[src/rtl/lss_pkg.sv]
package lss_pkg;

   typedef enum logic [1:0] {
      ESZ_B8   = 2'd0,
      ESZ_B16  = 2'd1,
      ESZ_B32  = 2'd2,
      ESZ_RSVD = 2'd3
   } esz_e;

   typedef enum logic [1:0] {
      WB_OFF  = 2'd0,
      WB_IMM  = 2'd1,
      WB_REG  = 2'd2,
      WB_RSVD = 2'd3
   } wb_e;

   typedef enum logic {
      SEQ_IDLE  = 1'b0,
      SEQ_WRITE = 1'b1
   } seq_e;

   localparam logic [3:0] GPR_SP = 4'd13;
   localparam logic [3:0] GPR_PC = 4'd15;
   localparam int unsigned ELEM_W = 32;
   localparam int unsigned ELEM_B = ELEM_W / 8;

   function automatic logic [2:0] elem_bytes(input logic [1:0] code);
      case (code)
         ESZ_B8:  return 3'd1;
         ESZ_B16: return 3'd2;
         ESZ_B32: return 3'd4;
         default: return 3'd0;
      endcase
   endfunction

   function automatic logic [4:0] hint_bytes(input logic [2:0] code);
      case (code)
         3'd1:    return 5'd2;
         3'd2:    return 5'd4;
         3'd3:    return 5'd8;
         3'd4:    return 5'd16;
         default: return 5'd0;
      endcase
   endfunction

   function automatic logic [ELEM_B-1:0] byte_mask(input logic [1:0] code);
      case (code)
         ESZ_B8:  return ELEM_B'(4'b0001);
         ESZ_B16: return ELEM_B'(4'b0011);
         default: return ELEM_B'(4'b1111);
      endcase
   endfunction

endpackage

[src/rtl/lss_legality.sv]
module lss_legality
   import lss_pkg::*;
#(
   parameter int ADDR_W    = 32,
   parameter int REG_W     = 64,
   parameter int NUM_REGS  = 32,
   parameter int REG_IDX_W = 5,
   parameter int LANE_W    = 3
) (
   input  logic [1:0]           count,
   input  logic [1:0]           esize,
   input  logic [LANE_W-1:0]    lane,
   input  logic [REG_IDX_W-1:0] first_reg,
   input  logic                 stride2,
   input  logic [2:0]           align,
   input  logic [3:0]           base_reg,
   input  logic [1:0]           wb_mode,
   input  logic [3:0]           off_reg,
   input  logic [ADDR_W-1:0]    base,
   output logic                 legal
);

   localparam int LW1 = LANE_W + 1;
   localparam int RW3 = REG_IDX_W + 3;

   logic [2:0]        eb;
   logic [4:0]        tot_b;
   logic [4:0]        hint_b;
   logic [LW1-1:0]    lanes_avail;
   logic [RW3-1:0]    last_reg;
   logic [ADDR_W-1:0] align_mask;

   logic size_ok, lane_ok, stride_ok, range_ok;
   logic hint_ok, base_ok, gpr_ok;

   assign eb          = elem_bytes(esize);
   assign tot_b       = (5'(count) + 5'd1) * 5'(eb);
   assign hint_b      = hint_bytes(align);
   assign lanes_avail = LW1'(REG_W / 8) >> esize;
   assign last_reg    = RW3'(first_reg) +
                        (stride2 ? RW3'({count, 1'b0}) : RW3'(count));
   assign align_mask  = ADDR_W'(hint_b) - ADDR_W'(1);

   assign size_ok   = (esize != ESZ_RSVD);
   assign lane_ok   = ({1'b0, lane} < lanes_avail);
   assign stride_ok = !stride2 || ((esize != ESZ_B8) && (count != 2'd0));
   assign range_ok  = (last_reg < RW3'(NUM_REGS));

   always_comb begin
      hint_ok = 1'b1;
      if (align > 3'd4) begin
         hint_ok = 1'b0;
      end else if (align != 3'd0) begin
         if (count == 2'd2) begin
            hint_ok = 1'b0;
         end else begin
            hint_ok = (hint_b == tot_b) ||
                      ((count == 2'd3) && (esize == ESZ_B32) && (hint_b == 5'd8));
         end
      end
   end

   assign base_ok = (align == 3'd0) || ((base & align_mask) == '0);

   assign gpr_ok = (base_reg != GPR_PC) && (wb_mode != WB_RSVD) &&
                   !((wb_mode == WB_REG) && ((off_reg == GPR_SP) || (off_reg == GPR_PC)));

   assign legal = size_ok && lane_ok && stride_ok && range_ok &&
                  hint_ok && base_ok && gpr_ok;

endmodule

[src/rtl/lss_lane_pick.sv]
module lss_lane_pick
   import lss_pkg::*;
#(
   parameter int REG_W  = 64,
   parameter int LANE_W = 3
) (
   input  logic [REG_W-1:0]  reg_data,
   input  logic [1:0]        esize,
   input  logic [LANE_W-1:0] lane,
   output logic [ELEM_W-1:0] elem,
   output logic [ELEM_B-1:0] be
);

   logic [ELEM_W-1:0] pick [3];

   for (genvar s = 0; s < 3; s++) begin : g_size
      localparam int EW = 8 << s;
      localparam int NL = REG_W / EW;
      localparam int IW = $clog2(NL);
      logic [EW-1:0] slice [NL];
      for (genvar l = 0; l < NL; l++) begin : g_lane
         assign slice[l] = reg_data[l*EW +: EW];
      end
      assign pick[s] = ELEM_W'(slice[lane[IW-1:0]]);
   end

   always_comb begin
      case (esize)
         ESZ_B8:  elem = pick[0];
         ESZ_B16: elem = pick[1];
         default: elem = pick[2];
      endcase
   end

   assign be = byte_mask(esize);

endmodule

[src/rtl/lss_sequencer.sv]
module lss_sequencer
   import lss_pkg::*;
#(
   parameter int ADDR_W    = 32,
   parameter int REG_IDX_W = 5,
   parameter int LANE_W    = 3
) (
   input  logic                 clk,
   input  logic                 rst_n,
   input  logic                 req_valid,
   input  logic                 legal,
   input  logic [1:0]           count,
   input  logic [1:0]           esize,
   input  logic [LANE_W-1:0]    lane,
   input  logic [REG_IDX_W-1:0] first_reg,
   input  logic                 stride2,
   input  logic [1:0]           wb_mode,
   input  logic [ADDR_W-1:0]    base,
   input  logic [ADDR_W-1:0]    offset,
   input  logic                 wr_ready,
   output logic                 busy,
   output logic [REG_IDX_W-1:0] rd_idx,
   output logic [1:0]           esize_q,
   output logic [LANE_W-1:0]    lane_q,
   output logic                 wr_valid,
   output logic [ADDR_W-1:0]    wr_addr,
   output logic                 done,
   output logic                 err,
   output logic [ADDR_W-1:0]    new_base
);

   seq_e                 state_q;
   logic [1:0]           last_q;
   logic [1:0]           k_q;
   logic [REG_IDX_W-1:0] first_q;
   logic                 stride2_q;
   logic [1:0]           wb_q;
   logic [ADDR_W-1:0]    base_q;
   logic [ADDR_W-1:0]    offset_q;
   logic [ADDR_W-1:0]    addr_q;
   logic                 done_q;
   logic                 err_q;
   logic [ADDR_W-1:0]    nb_q;

   logic [ADDR_W-1:0]    step;
   logic [ADDR_W-1:0]    nb_next;
   logic                 take;
   logic                 last_beat;

   assign step      = ADDR_W'(elem_bytes(esize_q));
   assign take      = (state_q == SEQ_IDLE) && req_valid;
   assign last_beat = (state_q == SEQ_WRITE) && wr_ready && (k_q == last_q);

   always_comb begin
      case (wb_q)
         WB_IMM:  nb_next = addr_q + step;
         WB_REG:  nb_next = base_q + offset_q;
         default: nb_next = base_q;
      endcase
   end

   always_ff @(posedge clk or negedge rst_n) begin
      if (!rst_n) begin
         state_q   <= SEQ_IDLE;
         last_q    <= '0;
         k_q       <= '0;
         esize_q   <= '0;
         lane_q    <= '0;
         first_q   <= '0;
         stride2_q <= 1'b0;
         wb_q      <= '0;
         base_q    <= '0;
         offset_q  <= '0;
         addr_q    <= '0;
         done_q    <= 1'b0;
         err_q     <= 1'b0;
         nb_q      <= '0;
      end else begin
         done_q <= 1'b0;
         err_q  <= 1'b0;
         if (take) begin
            if (legal) begin
               state_q   <= SEQ_WRITE;
               last_q    <= count;
               k_q       <= '0;
               esize_q   <= esize;
               lane_q    <= lane;
               first_q   <= first_reg;
               stride2_q <= stride2;
               wb_q      <= wb_mode;
               base_q    <= base;
               offset_q  <= offset;
               addr_q    <= base;
            end else begin
               err_q <= 1'b1;
            end
         end else if ((state_q == SEQ_WRITE) && wr_ready) begin
            if (last_beat) begin
               state_q <= SEQ_IDLE;
               done_q  <= 1'b1;
               nb_q    <= nb_next;
            end else begin
               k_q    <= k_q + 2'd1;
               addr_q <= addr_q + step;
            end
         end
      end
   end

   assign rd_idx   = first_q + (stride2_q ? REG_IDX_W'({k_q, 1'b0}) : REG_IDX_W'(k_q));
   assign busy     = (state_q == SEQ_WRITE);
   assign wr_valid = (state_q == SEQ_WRITE);
   assign wr_addr  = addr_q;
   assign done     = done_q;
   assign err      = err_q;
   assign new_base = nb_q;

endmodule

[src/rtl/lane_struct_store.sv]
module lane_struct_store
   import lss_pkg::*;
#(
   parameter int ADDR_W    = 32,
   parameter int REG_W     = 64,
   parameter int NUM_REGS  = 32,
   parameter int REG_IDX_W = $clog2(NUM_REGS),
   parameter int LANE_W    = $clog2(REG_W / 8)
) (
   input  logic                 clk,
   input  logic                 rst_n,
   input  logic                 req_valid,
   input  logic [1:0]           req_count,
   input  logic [1:0]           req_esize,
   input  logic [LANE_W-1:0]    req_lane,
   input  logic [REG_IDX_W-1:0] req_first_reg,
   input  logic                 req_stride2,
   input  logic [2:0]           req_align,
   input  logic [3:0]           req_base_reg,
   input  logic [1:0]           req_wb_mode,
   input  logic [3:0]           req_off_reg,
   input  logic [ADDR_W-1:0]    req_base,
   input  logic [ADDR_W-1:0]    req_offset,
   output logic                 busy,
   output logic [REG_IDX_W-1:0] rf_rd_idx,
   input  logic [REG_W-1:0]     rf_rd_data,
   output logic                 mem_wr_valid,
   input  logic                 mem_wr_ready,
   output logic [ADDR_W-1:0]    mem_wr_addr,
   output logic [ELEM_W-1:0]    mem_wr_data,
   output logic [ELEM_B-1:0]    mem_wr_be,
   output logic                 done,
   output logic                 err,
   output logic [ADDR_W-1:0]    new_base
);

   if (REG_W < 64 || (REG_W & (REG_W - 1)) != 0) begin : g_bad_reg_w
      $error("lane_struct_store: REG_W must be a power of two of at least 64");
   end
   if (NUM_REGS < 4 || NUM_REGS > (1 << REG_IDX_W)) begin : g_bad_num_regs
      $error("lane_struct_store: NUM_REGS out of range for REG_IDX_W");
   end
   if (ADDR_W < 8) begin : g_bad_addr_w
      $error("lane_struct_store: ADDR_W must be at least 8");
   end

   logic              legal;
   logic [1:0]        esize_q;
   logic [LANE_W-1:0] lane_q;

   lss_legality #(
      .ADDR_W    (ADDR_W),
      .REG_W     (REG_W),
      .NUM_REGS  (NUM_REGS),
      .REG_IDX_W (REG_IDX_W),
      .LANE_W    (LANE_W)
   ) u_legal (
      .count     (req_count),
      .esize     (req_esize),
      .lane      (req_lane),
      .first_reg (req_first_reg),
      .stride2   (req_stride2),
      .align     (req_align),
      .base_reg  (req_base_reg),
      .wb_mode   (req_wb_mode),
      .off_reg   (req_off_reg),
      .base      (req_base),
      .legal     (legal)
   );

   lss_sequencer #(
      .ADDR_W    (ADDR_W),
      .REG_IDX_W (REG_IDX_W),
      .LANE_W    (LANE_W)
   ) u_seq (
      .clk       (clk),
      .rst_n     (rst_n),
      .req_valid (req_valid),
      .legal     (legal),
      .count     (req_count),
      .esize     (req_esize),
      .lane      (req_lane),
      .first_reg (req_first_reg),
      .stride2   (req_stride2),
      .wb_mode   (req_wb_mode),
      .base      (req_base),
      .offset    (req_offset),
      .wr_ready  (mem_wr_ready),
      .busy      (busy),
      .rd_idx    (rf_rd_idx),
      .esize_q   (esize_q),
      .lane_q    (lane_q),
      .wr_valid  (mem_wr_valid),
      .wr_addr   (mem_wr_addr),
      .done      (done),
      .err       (err),
      .new_base  (new_base)
   );

   lss_lane_pick #(
      .REG_W  (REG_W),
      .LANE_W (LANE_W)
   ) u_pick (
      .reg_data (rf_rd_data),
      .esize    (esize_q),
      .lane     (lane_q),
      .elem     (mem_wr_data),
      .be       (mem_wr_be)
   );

endmodule

[config.mk]
export PLATFORM = sky130hd
export DESIGN_NAME = lane_struct_store
export DESIGN_NICKNAME = d
export VERILOG_FILES = /design/src/rtl/lss_pkg.sv /design/src/rtl/lss_legality.sv /design/src/rtl/lss_lane_pick.sv /design/src/rtl/lss_sequencer.sv /design/src/rtl/lane_struct_store.sv
export SDC_FILE = /design/constraint.sdc
export NUM_CORES = 1
export LEC_CHECK = 0
export ABC_AREA = 0
export BUFFER_PORTS_ARGS = -buffer_cell sky130_fd_sc_hd__buf_2
export CORE_MARGIN = 1
export CORE_UTILIZATION = 55
export DETAILED_ROUTE_END_ITERATION = 8
export PLACE_DENSITY = 0.83
export SYNTH_ARGS = -nofsm -noshare
export SYNTH_HDL_FRONTEND = slang
export SYNTH_HIERARCHICAL = 1
export SYNTH_SLANG_ARGS = --single-unit
[constraint.sdc]
create_clock -name clk -period 3.21 [get_ports clk]
set_input_delay 0.642 -clock clk [delete_from_list [all_inputs] [get_ports clk]]
set_output_delay 0.642 -clock clk [all_outputs]
set_load 0.01 [all_outputs]
======== Word-level counts from Yosys, hierarchy flattened ========
Cells that the tools add are included.
word-level totals
  register bits ........................... 148
  bits of input ports ..................... 158
operators by class
  eq/ne operators ......................... 23
  add/sub/neg operators ................... 7
  $mul .................................... 1
  mux-type cells .......................... 37
  bitwise logic cells ..................... 6
  reduce and logical (&&, ||, !) cells .... 34
  shift operators ......................... 1
  $lt $le $gt $ge ......................... 6
operator list
  kind                                                 count
  2-to-1 mux 32 bit                                    7
  one-hot mux 32 bit (2 select lines)                  2
  adder 32 x 3 -> 32 bit                               1
  adder 32 bit                                         1
  AND 32 bit                                           1
  binary-select mux 16 bit (select 2 bit)              1
  zero test 32 bit                                     1
  2-to-1 mux 16 bit                                    2
  binary-select mux 8 bit (select 3 bit)               1
  one-hot mux 5 bit (4 select lines)                   1
  one-hot mux 3 bit (3 select lines)                   2
  2-to-1 mux 8 bit                                     2
  logical AND 1 bit                                    15
  == test 2 bit (second input constant)                6
  2-to-1 mux 1 bit                                     12
  AND reduction 3 bit                                  3
  adder 5 x 8 -> 8 bit                                 1
  == test 4 bit (second input constant)                2
  < comparator 8 x 6 -> 1 bit (second input constant)  1
  2-to-1 mux 2 bit                                     4
  one-hot mux 4 bit (2 select lines)                   1
  nonzero test 2 bit                                   4
  == test 2 x 1 -> 1 bit (second input constant)       3
  == test 3 x 2 -> 1 bit (second input constant)       2
  30 further kinds                                     39

======== Logic depth before layout (Yosys ltp) ========
  depth in word-level cells ............... 13
  gate-level depth with buffers ........... 21

======== By module ========
Netlist, hierarchy kept.
by module, submodules not included
  module         cells an instance  times used  seq. area each (um^2)  area an instance (um^2)
  lss_sequencer  951                1           3703.6                 8978.6
  lss_lane_pick  210                1           0.0                    1741.7
  lss_legality   90                 1           0.0                    635.6

======== Worst setup path after synthesis ========
No wires, ideal clock.
  path type ............................... input-to-reg
  from .................................... input port req_count[0]
  to ...................................... register u_seq.addr_q[24] (netlist: u_seq/wr_addr[24])
  required time ........................... 3133 ps
  stages on the path ...................... 20
  arrival ................................. 3943 ps
  slack ................................... -811 ps
  library setup time ...................... 77 ps
  path buffers ............................ 2
  path through ............................ inv_1 > ha_1 > inv_1 > nor2_1 > fa_1 > ha_1 > inv_1 > fa_1 > xor2_1 > nand3_1 > nor2b_1 > a311oi_1 > o221ai_1 > nand2_1 > nand2_1 > a21oi_1 > clkbuf_1 > clkbuf_1 > a21oi_1 > a21oi_1
on the way
  cells in the longest elaborated chain, start to end .. 12
ends and longest elaborated chain
  element                                                         RTL line                                source
  start: declaration                                              lane_struct_store.sv:13                 input logic [1:0] req_count,
  adder 2 x 1 -> 3 bit or == test 2 bit (tied branches)           lss_legality.sv:37, lss_legality.sv:58
  multiplier 5 x 3 -> 5 bit or logical AND 1 bit (tied branches)  lss_legality.sv:37, lss_legality.sv:58
  == test 5 bit or logical AND 1 bit (tied branches)              lss_legality.sv:57, lss_legality.sv:58
  logical OR 1 bit                                                lss_legality.sv:57                      hint_ok = (hint_b == tot_b) ||
  2-to-1 mux 1 bit                                                lss_legality.sv:54                      if (count == 2'd2) begin
  2-to-1 mux 1 bit                                                lss_legality.sv:53                      end else if (align != 3'd0) begin
  2-to-1 mux 1 bit                                                lss_legality.sv:51                      if (align > 3'd4) begin
  logical AND 1 bit (*)                                           lss_legality.sv:68                      assign legal = size_ok && lane_ok && stride_ok && range_ok &&
  logical AND 1 bit (*) (2 in series)                             lss_legality.sv:69                      hint_ok && base_ok && gpr_ok;
  via legal                                                       lane_struct_store.sv:47                 logic legal;
  inequality test 2 bit (no line) (*)                             n/a
  AND reduction 3 bit (no line) (*)                               n/a
  end signal: assignment                                          lss_sequencer.sv:93                     addr_q <= base;
  end signal: assignment                                          lss_sequencer.sv:104                    addr_q <= addr_q + step;
  end: declaration                                                lss_sequencer.sv:40                     logic [ADDR_W-1:0] addr_q;
The timed path passes the listed nets; every way through them passes the cells marked *.
A chain may end at the register's enable or synchronous reset.

======== Worst setup path after layout ========
  from .................................... input port req_count[1]
  to ...................................... register u_seq.addr_q[21] (netlist: u_seq/wr_addr[21])
Same word-level chain as after synthesis.

==> results by group <==
Run status
  • Outcome: finished with violations
  • Violated checks: setup timing

Die
  • Rows: 52
  • Die Ht: 146 um
  • Initial core utilization: between 50% and 60%
  • Die Wd: 146 um
  • Top Ports: 267
  • Core area: 20200 um^2
  • Full die area: 21200 um^2

Setup path
  • Reg2reg start: u_seq/esize_q[0]
  • Critical path arrival: 3.93 ns
  • CP endpoint kind: register
  • Worst-case reg-to-reg path depth: 10
  • Crit-path leading delay family: adder cells
  • CP max-delay cell: fa_1
  • Max FO, Critical Path: 7
  • Critical path launch point: req_count[1]
  • Critical path's largest stage delay: 0.54 ns
  • Startpoint Class: input port
  • Critical Setup Path Class: in2reg
  • R2r setup slk: -0.09 ns
  • Critical-path cell list: buf_12 > inv_12 > ha_4 > inv_4 > nor2_4 > fa_1 > ha_2 > inv_2 > fa_2 > xor2_2 > a21oi_2 > nor3_2 > a21oi_1 > o221ai_1 > nand2_1 > nand2_4 > nand2_2 > nand2_4 > buf_12 > a21oi_1 > nor2_1 > a21oi_1
  • Worst path buffer plus inverter count: 5
  • Data required, critical path: 3.54 ns
  • RR Endpoint: u_seq/new_base[19]
  • Most used cell, CP: a21oi_1
  • Critical Path Sink: u_seq/wr_addr[21]
  • Crit path depth: 22

Pwr
  • Peak supply drop: 0.624 mV
  • Pleak: 0.00695 uW
  • Total power: approximately 11000 uW
  • Pwr per Cell Area: 742 nW/um^2

Flow run
  • # Max-Cap Violations: 0

Synth
  • Number of synthesized register bits: 148
  • Seq/Total Area, Yosys: 32.6%
  • Async SR Flop Fraction: 100%
  • List of most frequent post-synthesis cells: dfrtp_1, nand2_1, o21ai_0
  • Synth area leader: dfrtp_1
  • Top FF cell, synth: dfrtp_1
  • Largest cells by area after synthesis: dfrtp_1, mux2_2, ha_1, o21ai_0, nand2_1
  • Mapped Cells: roughly 1300
  • Post-Syn Area: 11400 um^2
  • Ys Warns: 6
  • Syn Area/Cell: 9.08 um^2
  • Distinct cells, synth: 76
  • Count leader, synth: dfrtp_1
  • Yosys top cell area share: about 33%
  • Post-synth EDFFs: 0
  • Syn_nets: 1464

CTS
  • CTS tree: built
  • Worst skew pair latency: 0.43 ns
  • Total CTS buffers: 17
  • H-tree depth: 4
  • Clock-pin slew on the worst setup and hold paths: ~0.06 ns
  • Max clock buf depth: 2
  • CTS Hold Bufs: 0
  • CTS Root Buffer Type: clkbuf_16
  • Clock sink count: 148

Detailed routing
  • 1st-iter DRT viols: 1583
  • Wirelength, routed: between 40 and 50 mm
  • Wirelength per Cell: ~22 um
  • Via/cell ratio: approximately 6.5
  • Router iterations before antenna repair: 7
  • Drt drc: 0
  • Post-DRT Antenna Nets: 0
  • Vias: 11824

GRT
  • Remaining Overflow, GRT: 0
  • Antenna violations before repair: 2
  • Vias in the first global route: 10799
  • Gr usage total: 35.5%
  • Largest net degree at the start of global routing: 88
  • First-pass GRT wire length: 59.0 mm

Cells and area
  • Fin cells: about 1800
  • Area growth syn-to-layout: 27.8%
  • Final Core Density: between 70% and 80%
  • Final net count: around 1700
  • Fillers: about 1400
  • Layout cells sized above 1: a little over a third

Hold path
  • Worst Hold Class: in2async

Placed design
  • Number of port buffers: around 260
  • Post-placement cell count: 1757
  • Placer Congestion: 0.958
  • DP Wirelength: 26.8 mm

Timing
  • Final setup TNS: -31.20 ns
  • Layout Skew: ~0.01 ns
  • Max Freq: 278 MHz
  • Worst slew margin: a little over a quarter
  • Final Hold Fails: 0
  • Final period utilization: 112%
  • Max-slew violations: 0
  • Setup violators final: 115
  • RSZ-0062 raised after global routing: yes
  • Worst-Margin Slew: 1.09 ns
  • PnR worst setup slack: -0.383 ns
  • Tmin final: 3.59 ns
where the power goes:
part / switching [uW] / total [uW] / internal [uW]
clock: 820 / 2100 / 1280
sequential: 815 / 3320 / 2510
combinational: 3050 / 5340 / 2290
how the worst min path moves through the flow:
stage	end	slack, ns	startpoint	cells after the start
2_1_floorplan	u_seq/base_q[0]	0.35	rst_n	0
3_3_place_gp	u_seq/new_base[8]	0.45	u_seq/new_base[8]	2
3_5_place_dp	u_seq/new_base[8]	0.46	u_seq/new_base[8]	2
4_1_cts	u_seq/base_q[10]	0.16	rst_n	1
5_1_grt	u_seq/wr_addr[12]	0.18	rst_n	1
6_report	u_seq/wr_addr[12]	0.15	rst_n	1
layer usage:
layer	part of all wire [%]	wire (um)	vias up	track usage, %
met1	38	15200	5539	47.7
li1	-	-	5156	-
met5	0.030	12	-	0
met2	45	18100	929	55.5
met3	12	4920	198	7.74
met4	4.8	1910	2	15.1
sequential cells by signal, summed over array words and instances (netlist names):
signal           flops
u_seq/base_q        32
u_seq/new_base      32
u_seq/offset_q      32
u_seq/wr_addr       32
u_seq/first_q        5
u_seq/lane_q         3
u_seq/esize_q        2
u_seq/k_q            2
u_seq/last_q         2
u_seq/wb_q           2
u_seq/busy           1
u_seq/done           1
u_seq/err            1
u_seq/stride2_q      1
timing repair:
action | in CTS | in global routing
endpoints found under the setup margin | 113 | 120
resized for setup | 57 | 41
cloned | 5 | 5
pin swaps | 4 | 5
buffers inserted | 6 | 4
hold endpoints to repair | 0 | 0
layout by cell type, fill, tap and decap left out, types with 17 or more instances in the layout:
| cell | Yosys | final |
|---|---|---|
| a21o_1 | 21 | 21 |
| a21oi_1 | 71 | 63 |
| a22oi_1 | 17 | 17 |
| buf_2 | 13 | 261 |
| buf_4 | 7 | 50 |
| clkbuf_16 | 0 | 22 |
| dfrtp_1 | 148 | 146 |
| ha_1 | 50 | 48 |
| inv_1 | 25 | 21 |
| mux2_2 | 87 | 57 |
| mux2_4 | 0 | 30 |
| nand2_1 | 139 | 135 |
| nand3_1 | 29 | 27 |
| nor2_1 | 73 | 70 |
| nor2b_1 | 37 | 34 |
| o21ai_0 | 105 | 85 |
| o21ai_1 | 4 | 22 |
| o221ai_1 | 17 | 17 |
| xnor2_1 | 32 | 32 |
| xor2_1 | 31 | 29 |
cell type report:
class / count / area [um^2] / area share, %
diodes: 1 / 2.50 / 0.0172
clock buffers: 20 / 467 / 3.21
clock inverters: 12 / 153 / 1.05
inverters: 29 / 126 / 0.870
multi-input cells: 990 / 7440 / 51.3
flip-flops and latches: 148 / 3710 / 25.5
well taps: 270 / 338 / 2.33
repair buffers: 340 / 2280 / 15.7
metrics by stage:
stage	cell area (um^2)	setup slack (ns)	hold WS [ns]
global route	14500	-0.478	0.180
floorplan	11500	-0.351	0.346
global placement	13200	-0.790	0.451
CTS	14200	-0.241	0.159
finish	14500	-0.383	0.151
detailed placement	13200	-0.810	0.459
cells by family (layout without fill, tap and decap cells):
kind of cell	Yosys count	count (layout)	share of synthesized area, %
fa+ha+maj	55	55	6.39
buf+inv	113	401	4.57
other cells	1	2	0.0330
mux	115	115	12.9
compound gates	375	375	22.0
flops	148	148	32.6
xor+xnor	64	64	5.00
simple gates	380	380	16.5
No activity file was read; power rests on OpenSTA's default activity.
